[config.mk]
export PLATFORM = sky130hd
export DESIGN_NAME = rtcr_top
export DESIGN_NICKNAME = d
export VERILOG_FILES = /design/src/rtl/rtcr_pkg.sv /design/src/rtl/rtcr_timebase.sv /design/src/rtl/rtcr_irq_grp.sv /design/src/rtl/rtcr_top.sv
export SDC_FILE = /design/constraint.sdc
export NUM_CORES = 1
export LEC_CHECK = 0
export BUFFER_PORTS_ARGS = -buffer_cell sky130_fd_sc_hd__buf_2
export CAP_MARGIN = 20
export CORE_MARGIN = 10
export CORE_UTILIZATION = 40
export DETAILED_ROUTE_END_ITERATION = 10
export GPL_ROUTABILITY_DRIVEN = 0
export PLACE_DENSITY = 0.54
export SLEW_MARGIN = 20
export SYNTH_ARGS = -nofsm -noshare
export SYNTH_HDL_FRONTEND = slang
export SYNTH_HIERARCHICAL = 1
export SYNTH_SLANG_ARGS = --single-unit
[constraint.sdc]
create_clock -name clk -period 3.5 [get_ports clk]
set_input_delay 0.175 -clock clk [delete_from_list [all_inputs] [get_ports clk]]
set_output_delay 0.175 -clock clk [all_outputs]
set_load 0.005 [all_outputs]
[src/rtl/rtcr_pkg.sv]
package rtcr_pkg;

  localparam int DATA_W = 32;

  localparam logic [DATA_W-1:0] CTRL_RST   = 32'h0100_0000;
  localparam logic [DATA_W-1:0] CTRL_WMASK = 32'h8F00_0001;

  typedef enum logic [4:0] {
    SEL_NONE, SEL_SETW, SEL_SETR, SEL_CALW, SEL_CALR, SEL_TIME, SEL_TICK,
    SEL_ALARM, SEL_ESTS, SEL_EMSK, SEL_EEN, SEL_EDIS, SEL_ASTS, SEL_AMSK,
    SEL_AEN, SEL_ADIS, SEL_CTRL, SEL_SAFE
  } sel_e;

  // Offset decode; any offset not listed (including misaligned) maps to none.
  function automatic sel_e decode_ofs(input logic [7:0] ofs);
    case (ofs)
      8'h00:   return SEL_SETW;
      8'h04:   return SEL_SETR;
      8'h08:   return SEL_CALW;
      8'h0C:   return SEL_CALR;
      8'h10:   return SEL_TIME;
      8'h14:   return SEL_TICK;
      8'h18:   return SEL_ALARM;
      8'h20:   return SEL_ESTS;
      8'h24:   return SEL_EMSK;
      8'h28:   return SEL_EEN;
      8'h2C:   return SEL_EDIS;
      8'h30:   return SEL_ASTS;
      8'h34:   return SEL_AMSK;
      8'h38:   return SEL_AEN;
      8'h3C:   return SEL_ADIS;
      8'h40:   return SEL_CTRL;
      8'h50:   return SEL_SAFE;
      default: return SEL_NONE;
    endcase
  endfunction

  // Control write: reserved positions forced to zero.
  function automatic logic [DATA_W-1:0] ctrl_merge(input logic [DATA_W-1:0] wd);
    return wd & CTRL_WMASK;
  endfunction

endpackage

[src/rtl/rtcr_timebase.sv]
module rtcr_timebase #(
  parameter int TICK_W = 16,
  parameter int SEC_W  = 32
) (
  input  logic              clk,
  input  logic              rst_n,
  input  logic              tick_pulse,
  input  logic [TICK_W-1:0] tick_limit,
  input  logic              load_wr,
  input  logic [SEC_W-1:0]  load_val,
  output logic [TICK_W-1:0] tick_q,
  output logic [SEC_W-1:0]  sec_q,
  output logic              sec_step,
  output logic [SEC_W-1:0]  sec_next
);

  logic             pend_q;
  logic [SEC_W-1:0] pend_val_q;

  function automatic logic [TICK_W-1:0] adv_tick(input logic [TICK_W-1:0] t,
                                                 input logic wrap);
    return wrap ? '0 : t + 1'b1;
  endfunction

  assign sec_step = tick_pulse && (tick_q == tick_limit);
  assign sec_next = pend_q ? pend_val_q : sec_q + 1'b1;

  always_ff @(posedge clk) begin
    if (!rst_n) begin
      tick_q     <= '0;
      sec_q      <= '0;
      pend_q     <= 1'b0;
      pend_val_q <= '0;
    end else begin
      if (tick_pulse) tick_q <= adv_tick(tick_q, sec_step);
      if (sec_step)   sec_q  <= sec_next;
      if (load_wr) begin
        pend_q     <= 1'b1;
        pend_val_q <= load_val;
      end else if (sec_step) begin
        pend_q     <= 1'b0;
      end
    end
  end

  // tick only moves on a pulse
  a_r2_tick_hold: assert property (@(posedge clk) disable iff (!rst_n)
    !tick_pulse |=> $stable(tick_q));
  // seconds only move at a boundary
  a_r2_sec_hold: assert property (@(posedge clk) disable iff (!rst_n)
    !sec_step |=> $stable(sec_q));
  // boundary without pending load increments
  a_r2_sec_inc: assert property (@(posedge clk) disable iff (!rst_n)
    (sec_step && !pend_q) |=> sec_q == $past(sec_q) + 1'b1);
  // pending set-time value lands at the boundary
  a_r3_load: assert property (@(posedge clk) disable iff (!rst_n)
    (sec_step && pend_q) |=> sec_q == $past(pend_val_q));

endmodule

[src/rtl/rtcr_irq_grp.sv]
module rtcr_irq_grp #(
  parameter int W = 2
) (
  input  logic         clk,
  input  logic         rst_n,
  input  logic [W-1:0] evt,
  input  logic         w1c_stb,
  input  logic         en_stb,
  input  logic         dis_stb,
  input  logic [W-1:0] wbits,
  output logic [W-1:0] sts_q,
  output logic [W-1:0] msk_q,
  output logic         irq
);

  logic [W-1:0] clr_bits;
  assign clr_bits = w1c_stb ? wbits : '0;

  always_ff @(posedge clk) begin
    if (!rst_n) begin
      sts_q <= '0;
      msk_q <= '1;
    end else begin
      sts_q <= (sts_q & ~clr_bits) | evt;
      if (en_stb)       msk_q <= msk_q & ~wbits;
      else if (dis_stb) msk_q <= msk_q | wbits;
    end
  end

  assign irq = |(sts_q & ~msk_q);

  // an event always lands, even against a clear
  a_r5_set_wins: assert property (@(posedge clk) disable iff (!rst_n)
    (|evt) |=> (sts_q & $past(evt)) == $past(evt));
  // written ones clear when no event collides
  a_r5_w1c: assert property (@(posedge clk) disable iff (!rst_n)
    w1c_stb |=> (sts_q & $past(wbits) & ~$past(evt)) == '0);
  // enable strobe clears the addressed mask bits
  a_r6_enable: assert property (@(posedge clk) disable iff (!rst_n)
    en_stb |=> (msk_q & $past(wbits)) == '0);
  // disable strobe sets the addressed mask bits
  a_r6_disable: assert property (@(posedge clk) disable iff (!rst_n)
    (dis_stb && !en_stb) |=> (msk_q & $past(wbits)) == $past(wbits));
  // mask moves only through the strobes
  a_r6_mask_hold: assert property (@(posedge clk) disable iff (!rst_n)
    (!en_stb && !dis_stb) |=> $stable(msk_q));

endmodule

[src/rtl/rtcr_top.sv]
module rtcr_top #(
  parameter int ADDR_W  = 8,
  parameter int TICK_W  = 16,
  parameter int CAL_W   = 21,
  parameter int CAL_RST = 32'h7FFF
) (
  input  logic              clk,
  input  logic              rst_n,
  input  logic              tick_pulse,
  input  logic              bus_req,
  input  logic              bus_wr,
  input  logic [ADDR_W-1:0] bus_addr,
  input  logic [31:0]       bus_wdata,
  output logic [31:0]       bus_rdata,
  output logic              irq_rtc,
  output logic              irq_aerr
);
  import rtcr_pkg::*;

  localparam int SEC_W = DATA_W;
  localparam int EVT_W = 2;
  localparam int AER_W = 1;

  logic              hi_ok;
  sel_e              sel;
  logic              wr_en;
  logic [CAL_W-1:0]  calib_q;
  logic [DATA_W-1:0] alarm_q, ctrl_q, safe_q;
  logic [TICK_W-1:0] tick_q;
  logic [SEC_W-1:0]  sec_q, sec_next;
  logic              sec_step, alarm_hit, aerr_evt;
  logic [EVT_W-1:0]  ev_sts, ev_msk;
  logic [AER_W-1:0]  ae_sts, ae_msk;

  // Address bits above the 8-bit window must be zero to decode.
  if (ADDR_W > 8) begin : g_hi
    assign hi_ok = ~|bus_addr[ADDR_W-1:8];
  end else begin : g_nohi
    assign hi_ok = 1'b1;
  end

  assign sel      = hi_ok ? decode_ofs(bus_addr[7:0]) : SEL_NONE;
  assign wr_en    = bus_req && bus_wr;
  assign aerr_evt = bus_req && (sel == SEL_NONE);

  always_ff @(posedge clk) begin
    if (!rst_n) begin
      calib_q <= CAL_W'(CAL_RST);
      alarm_q <= '0;
      ctrl_q  <= CTRL_RST;
      safe_q  <= '0;
    end else if (wr_en) begin
      case (sel)
        SEL_CALW:  calib_q <= bus_wdata[CAL_W-1:0];
        SEL_ALARM: alarm_q <= bus_wdata;
        SEL_CTRL:  ctrl_q  <= ctrl_merge(bus_wdata);
        SEL_SAFE:  safe_q  <= bus_wdata;
        default:   ;
      endcase
    end
  end

  rtcr_timebase #(.TICK_W(TICK_W), .SEC_W(SEC_W)) u_tb (
    .clk        (clk),
    .rst_n      (rst_n),
    .tick_pulse (tick_pulse),
    .tick_limit (calib_q[TICK_W-1:0]),
    .load_wr    (wr_en && sel == SEL_SETW),
    .load_val   (bus_wdata),
    .tick_q     (tick_q),
    .sec_q      (sec_q),
    .sec_step   (sec_step),
    .sec_next   (sec_next)
  );

  assign alarm_hit = sec_step && (sec_next == alarm_q);

  rtcr_irq_grp #(.W(EVT_W)) u_ev (
    .clk     (clk),
    .rst_n   (rst_n),
    .evt     ({alarm_hit, sec_step}),
    .w1c_stb (wr_en && sel == SEL_ESTS),
    .en_stb  (wr_en && sel == SEL_EEN),
    .dis_stb (wr_en && sel == SEL_EDIS),
    .wbits   (bus_wdata[EVT_W-1:0]),
    .sts_q   (ev_sts),
    .msk_q   (ev_msk),
    .irq     (irq_rtc)
  );

  rtcr_irq_grp #(.W(AER_W)) u_ae (
    .clk     (clk),
    .rst_n   (rst_n),
    .evt     (aerr_evt),
    .w1c_stb (wr_en && sel == SEL_ASTS),
    .en_stb  (wr_en && sel == SEL_AEN),
    .dis_stb (wr_en && sel == SEL_ADIS),
    .wbits   (bus_wdata[AER_W-1:0]),
    .sts_q   (ae_sts),
    .msk_q   (ae_msk),
    .irq     (irq_aerr)
  );

  always_comb begin
    case (sel)
      SEL_SETR, SEL_TIME: bus_rdata = sec_q;
      SEL_CALR:  bus_rdata = DATA_W'(calib_q);
      SEL_TICK:  bus_rdata = DATA_W'(tick_q);
      SEL_ALARM: bus_rdata = alarm_q;
      SEL_ESTS:  bus_rdata = DATA_W'(ev_sts);
      SEL_EMSK:  bus_rdata = DATA_W'(ev_msk);
      SEL_ASTS:  bus_rdata = DATA_W'(ae_sts);
      SEL_AMSK:  bus_rdata = DATA_W'(ae_msk);
      SEL_CTRL:  bus_rdata = ctrl_q;
      SEL_SAFE:  bus_rdata = safe_q;
      default:   bus_rdata = '0;
    endcase
  end

  // a stray access is recorded in the address-error status
  a_r8_stray: assert property (@(posedge clk) disable iff (!rst_n)
    aerr_evt |=> ae_sts[0]);
  // alarm changes only through its own write
  a_r10_alarm_hold: assert property (@(posedge clk) disable iff (!rst_n)
    !(wr_en && sel == SEL_ALARM) |=> $stable(alarm_q));
  // control changes only through its own write
  a_r9_ctrl_hold: assert property (@(posedge clk) disable iff (!rst_n)
    !(wr_en && sel == SEL_CTRL) |=> $stable(ctrl_q));
  // calibration changes only through its write offset
  a_r1_cal_hold: assert property (@(posedge clk) disable iff (!rst_n)
    !(wr_en && sel == SEL_CALW) |=> $stable(calib_q));

endmodule

# Word-level counts from Yosys, hierarchy flattened

Cells that the tools add are included.
Widths: inputs -> output; s select.

Bits in registers: 178
Bits of input ports: 45
Output and inout port bits: 34
Logic and storage cells: 99

Add/subtract/negate cells: 2
Equality and inequality tests: 35
Muxes and demuxes: 12
Bitwise logic cells: 16
Reduce and logical (&&, ||, !) cells: 22

Operators by type and width:

| cell                  | number |
|---|---|
| $pmux 32 s10          | 1 |
| $pmux 5 s17           | 1 |
| $eq 8x6->1 const B    | 8 |
| $eq 5x4->1 const B    | 8 |
| $add 32x1->32 const B | 1 |
| $eq 32x32->1          | 1 |
| $mux 32               | 1 |
| $eq 8x5->1 const B    | 3 |
| $eq 5x3->1 const B    | 4 |
| $add 16x1->16 const B | 1 |
| $eq 16x16->1          | 1 |
| $eq 8x4->1 const B    | 2 |
| $eq 8x7->1 const B    | 2 |
| $mux 16               | 1 |
| $logic_and 1x1->1     | 11 |
| $eq 5x2->1 const B    | 2 |
| $eq 5x5->1 const B    | 2 |
| $eq 8x3->1 const B    | 1 |
| $logic_not 8->1       | 1 |
| $reduce_and 2->1      | 4 |
| $and 2x2->2           | 3 |
| $mux 2                | 3 |
| $not 2->2             | 3 |
| $reduce_bool 2->1     | 3 |
| other kinds (8)       | 19 |

# Logic depth before layout (Yosys ltp)

Word-level depth: 8
Depth in mapped cells: 14
Depth with buffers taken out: 12

# Hierarchy

The synthesis kept the hierarchy.

By module, submodules not included:

| module              | instances | cells each | area each (sq um) | sequential area each (sq um) |
|---|---|---|---|---|
| rtcr_top            | 1         | 656        | 5101.1            | 1821.7 |
| rtcr_timebase       | 1         | 518        | 4149.0            | 1621.6 |
| rtcr_irq_grp (u_ev) | 1         | 19         | 156.4             | 80.1 |
| rtcr_irq_grp (u_ae) | 1         | 9          | 83.8              | 40.0 |

# Worst setup path after synthesis

No wires, ideal clock.

Path kind: register -> register
Start point: register u_tb.sec_q[6]
End point: register u_ev.sts_q[1]
Library setup time: 0.074 ns
Arrival: 2.848 ns
Data required time: 3.426 ns
Setup slack: 0.578 ns
Cell stages (with the launch flop): 14
Buffers on the path: 1
Period minus slack after synthesis: 2.922 ns
Cell sequence: dfxtp_1 nand4_1 or4_1 buf_2 nor3_1 xor2_1 o21a_1 xnor2_1 nand4_1 nor4_1 nand4_1 nor4_1 inv_1 a31oi_1

Word-level cells in the longest chain between the ends: 5

RTL lines:

| item                   | line                | source |
|---|---|---|
| from (decl)            | rtcr_timebase.sv:12 | `output logic [SEC_W-1:0] sec_q,` |
| from (signal assigned) | rtcr_timebase.sv:36 | `if (sec_step) sec_q <= sec_next;` |
| $add 32x1->32          | rtcr_timebase.sv:26 | `assign sec_next = pend_q ? pend_val_q : sec_q + 1'b1;` |
| $mux 32                | rtcr_timebase.sv:26 |  |
| net sec_next[28]       | rtcr_top.sv:30      | `logic [SEC_W-1:0] sec_q, sec_next;` |
| $eq 32x32->1           | rtcr_top.sv:76      | `assign alarm_hit = sec_step && (sec_next == alarm_q);` |
| $logic_and 1x1->1      | rtcr_top.sv:76      |  |
| net alarm_hit          | rtcr_top.sv:31      | `logic sec_step, alarm_hit, aerr_evt;` |
| $or 2x2->2             | rtcr_irq_grp.sv:24  | `sts_q <= (sts_q & ~clr_bits) \| evt;` |
| to (signal assigned)   | rtcr_irq_grp.sv:24  |  |
| to (decl)              | rtcr_irq_grp.sv:11  | `output logic [W-1:0] sts_q,` |

The timed path passes the listed nets, and every way through them passes these cells.
A chain may end at the register's enable or synchronous reset.

# Final worst setup path

Start point: register u_tb.sec_q[9]
End point: register u_ev.sts_q[1]

The elaborated chain is that of the path after synthesis.

==> run summary <==
PLACEMENT
----------------------------------------------------------------------------------------
Post-Place Setup Slack                                                            188 ps
Placed instance count                                                               1562
Total half-perimeter wirelength after legalization and detailed placement   22200 microns
Number of port buffers                                                                78
Placed Instance Area                                                         10300 sq um

CLOCK NETWORK
----------------------------------------------------------------------------------------
Buffer levels on the longest clock path                                                2
Clock buffers created by TritonCTS                                                    17
Later-pin clock latency in the skew report                                        440 ps
Worst-path clk slew                                                                70 ps
# H-tree levels                                                                        4
TritonCTS clock tree                                                               built
Library cell used as clock root buffer                                      sky130_fd_sc_hd__clkbuf_16
Sink count of the clock tree                                                         178

WORST SETUP PATH
----------------------------------------------------------------------------------------
Kind of launch point of the worst setup path                                    register
Critical path fanouts, max                                                            13
Slowest stage delay, CP                                                           430 ps
WP data arrival                                                                  3610 ps
Path length in cells of the critical path                                             12
Dominant cell type by count on the critical path                            sky130_fd_sc_hd__nand4_1
Number of buffers and inverters on the critical path                                   1
CP max stage cell                                                           sky130_fd_sc_hd__dfxtp_1
Required time of the critical path                                               3860 ps
Top cell family by delay on the critical path                               simple AND/OR/NAND/NOR gates
Path type of the worst setup path                                           register to register
Cells along the critical path                                               and4_1 -> nand4_1 -> buf_4 -> or4_1 -> a31oi_1 -> xnor2_1 -> nand4_1 -> nor4_1 -> nand4_1 -> nor4_2 -> o21ai_1 -> a31oi_1
Length in cells of the worst reg-to-reg path                                          12
Kind of capture point of the worst setup path                                   register

SYNTHESIS
----------------------------------------------------------------------------------------
Number of warnings issued by yosys                                                     6
Largest family of logic cells by synthesized area                           simple AND/OR/NAND/NOR gates
Proportion of synthesized area in mux cells                                        8.48%
Synth Instances                                                                     1202
Post-synth net total                                                                1249
Top area cells in the synthesized netlist                                   sky130_fd_sc_hd__dfxtp_1, sky130_fd_sc_hd__nand2_1, sky130_fd_sc_hd__mux2i_1, sky130_fd_sc_hd__xnor2_1, sky130_fd_sc_hd__xor2_1
Area of the mapped netlist                                                    9490 sq um
Number of unique standard cell types used by synthesis                                53
Sequential area share after synthesis                                              37.5%
Per-instance average area after synthesis                                     7.90 sq um
Library cell occupying the most area in the post-synthesis netlist          sky130_fd_sc_hd__dfxtp_1
Adder-Cell Fraction of Synth Area                                                 0.264%
Fraction of synthesized cell area taken by the top area cell type                  37.5%
Synthesized-area fraction occupied by ao, oa, aoi and oai cells                    17.1%
Post-synthesis xor/xnor area fraction                                              7.94%
Seq cells post-synth                                                                 178
Simple-gate area share of the yosys netlist                                        24.1%

TIMING
----------------------------------------------------------------------------------------
Final critical-path share of the clock period                                      92.8%
Slew @ Worst Pin                                                                  999 ps
Worst slew margin relative to its limit                                            33.4%
Endpoints failing setup                                                                0
Highest Clock Rate                                                               308 MHz
Setup clock skew after layout                                                    9.57 ps
Final Critical Period                                                            3250 ps
Max Slew Vio Count                                                                     0
Setup WS post-layout                                                              253 ps
Final number of hold-violating endpoints                                               0

HOLD PATH
----------------------------------------------------------------------------------------
Hold/Removal Path Class                                                     input port to register
Cells on Worst Hold Path                                                               3

FLOORPLAN
----------------------------------------------------------------------------------------
Die area                                                                     30300 sq um
Number of cell rows                                                                   56
Die span in x                                                                174 microns
I/O pin total                                                                         79
Core outline area                                                            23400 sq um
Effective utilization at floorplan                                                 40.6%
Die Ht                                                                       174 microns

DRT
----------------------------------------------------------------------------------------
Vias per std cell                                                                   5.46
Wire length per cell                                                        19.7 microns
Initial drt markers                                                                  756
Number of remaining DRC errors                                                         0
Routed WL                                                                   31600 microns
Detailed Routing Iterations Pass 1                                                     5
Number of nets with antenna violations after detailed routing                          0
Total number of vias                                                                8740

FINAL LAYOUT
----------------------------------------------------------------------------------------
Antenna diode instance count                                                           0
Count of nets after finishing                                                       1315
Post-route cell area                                                         10900 sq um
Proportion of layout cells with a drive suffix above 1                             13.9%
Area added between synthesis and finish                                            15.1%
Final instance count without filler cells                                           1600

GLOBAL ROUTE
----------------------------------------------------------------------------------------
First-pass GRT wire length                                                  49400 microns
Initial antenna violation count                                                        0
Maximum number of pins on one net before global-route repair                          98
Total congestion overflow                                                              0
Number of global-route vias before repair                                           8238
Overall track demand over capacity in global routing                               20.4%

POWER AND IR DROP
----------------------------------------------------------------------------------------
Max rail drop VDD                                                               0.222 mV
Power density over cell area                                                 378 nW/um^2
Static power due to leakage                                                      3.89 nW

JOB
----------------------------------------------------------------------------------------
Reported max-cap violation count                                                       0

STATUS
----------------------------------------------------------------------------------------
Outcome                                                                     complete, no violations

==> layout by cell type (no fill, tap or decap), drive strengths merged, types with 2 or more instances in the layout <==
master and instances:
o21a 9, xor2 41, clkinv 7, nor3b 2, ha 2, clkbuf 19
buf 127, and3 5, a211o 2, nand2b 14, o211ai 12, nand2 283
nand4 22, and2 9, or4 9, o21ai 58, a21oi 43, a22oi 33
o31ai 5, or3 4, xnor2 45, a222oi 2, dlygate4sd3 4, and4 7
mux2 3, nand3 42, nor2 78, a31oi 12, nor3 12, nor2b 7
nor4 9, inv 18, dfxtp 178, a21boi 70, or2 2, mux2i 77
==> cell families after synthesis <==
family | after synthesis
buffers and inverters | 98
muxes | 80
DFF | 178
and+or+nand+nor | 508
AOI/OAI and AO/OA | 250
xor gates and xnor gates | 86
adders and majority gates | 2
==> layer usage <==
metal	part of all wire, %	GRT usage, %
met1	49	29.5
met2	42	29.4
met3	6.8	4.70
met4	1.8	5.56
met5	0	0
==> what timing repair did <==
action | 4_1_cts | 5_1_grt
gates resized for setup | 0 | 3
hold buffers | 3 | 1
setup endpoints to repair | 0 | 1
setup buffers | 0 | 2
hold endpoints to repair | 3 | 1
==> synthesized netlist by cell type (all sizes together) <==
master and count:
xnor2 45, nand2b 14, nor2 78, or4 9
or2 2, and2 9, a21oi 43, o22ai 1
o31ai 5, buf 34, nand2 283, a22o 1
mux2 3, and3 5, and3b 1, nand4 22
nor4 9, a32oi 1, inv 14, or3 4
nor4b 1, a31oi 12, nand3 42, a222oi 2
o21ai 58, nor2b 7, nor3b 2, mux2i 77
a211o 2, a21o 1, nor3 12, a21boi 70
xor2 41, a22oi 33, o21a 9, dfxtp 178
ha 2, o211ai 12, clkbuf 50, and4 7
nand3b 1
==> metrics by stage <==
stage / utilization [%] / hold slack, ps / power [W] / setup TNS (ps)
global placement: 43.9 / 446 / 0.00226 / 0
finish: 46.7 / 7.20 / 0.00413 / 0
CTS: 46.5 / 2.49 / 0.00416 / 0
detailed placement: 43.9 / 450 / 0.00226 / 0
global route: 46.7 / 4.50 / 0.00427 / -2.99
floorplan: - / 234 / 0.00217 / 0
==> power by group <==
group	leakage, nW	switching, W	internal, W
Sequential	1.43	0.00000480	0.00203
Combinational	2.17	0.000122	0.0000634
Clock	0.286	0.000882	0.00103
Total	3.89	0.00101	0.00312
==> state kept, by name, indices dropped and copies added, names as in the netlist, named ones only <==
signal           flops
alarm_q             32
calib_q             21
ctrl_q               6
safe_q              32
u_ae/sts_q           1
u_ev/sts_q           2
u_tb/pend_q          1
u_tb/pend_val_q     32
u_tb/sec_q          32
u_tb/tick_q         16
==> tightest hold or removal path, delay by kind of cell <==
kind | cells | cell delay [ps]
buffers and inverters | 1 | 120
AND/OR/NAND/NOR | 2 | 120
==> cell type report <==
type | count | area, sq um
multi-input combinational | 926 | 5510
tap | 319 | 399
clock buffer | 19 | 453
sequential | 178 | 3560
timing repair buffer | 131 | 811
inverter | 14 | 52.6
clock inverter | 13 | 125
fill | 2375 | 12500
==> final timing paths <==
| kind | start | endpoint | slack (ps) |
|---|---|---|---|
| setup / recovery | u_tb/sec_q[9] | u_ev/sts_q[1] | 250 |
| hold / removal | bus_wdata[5] | calib_q[5] | 7 |
| setup reg to reg | u_tb/sec_q[9] | u_ev/sts_q[1] | 250 |
| hold reg to reg | safe_q[28] | safe_q[28] | 470 |
Power figures use the tool's default switching activity.
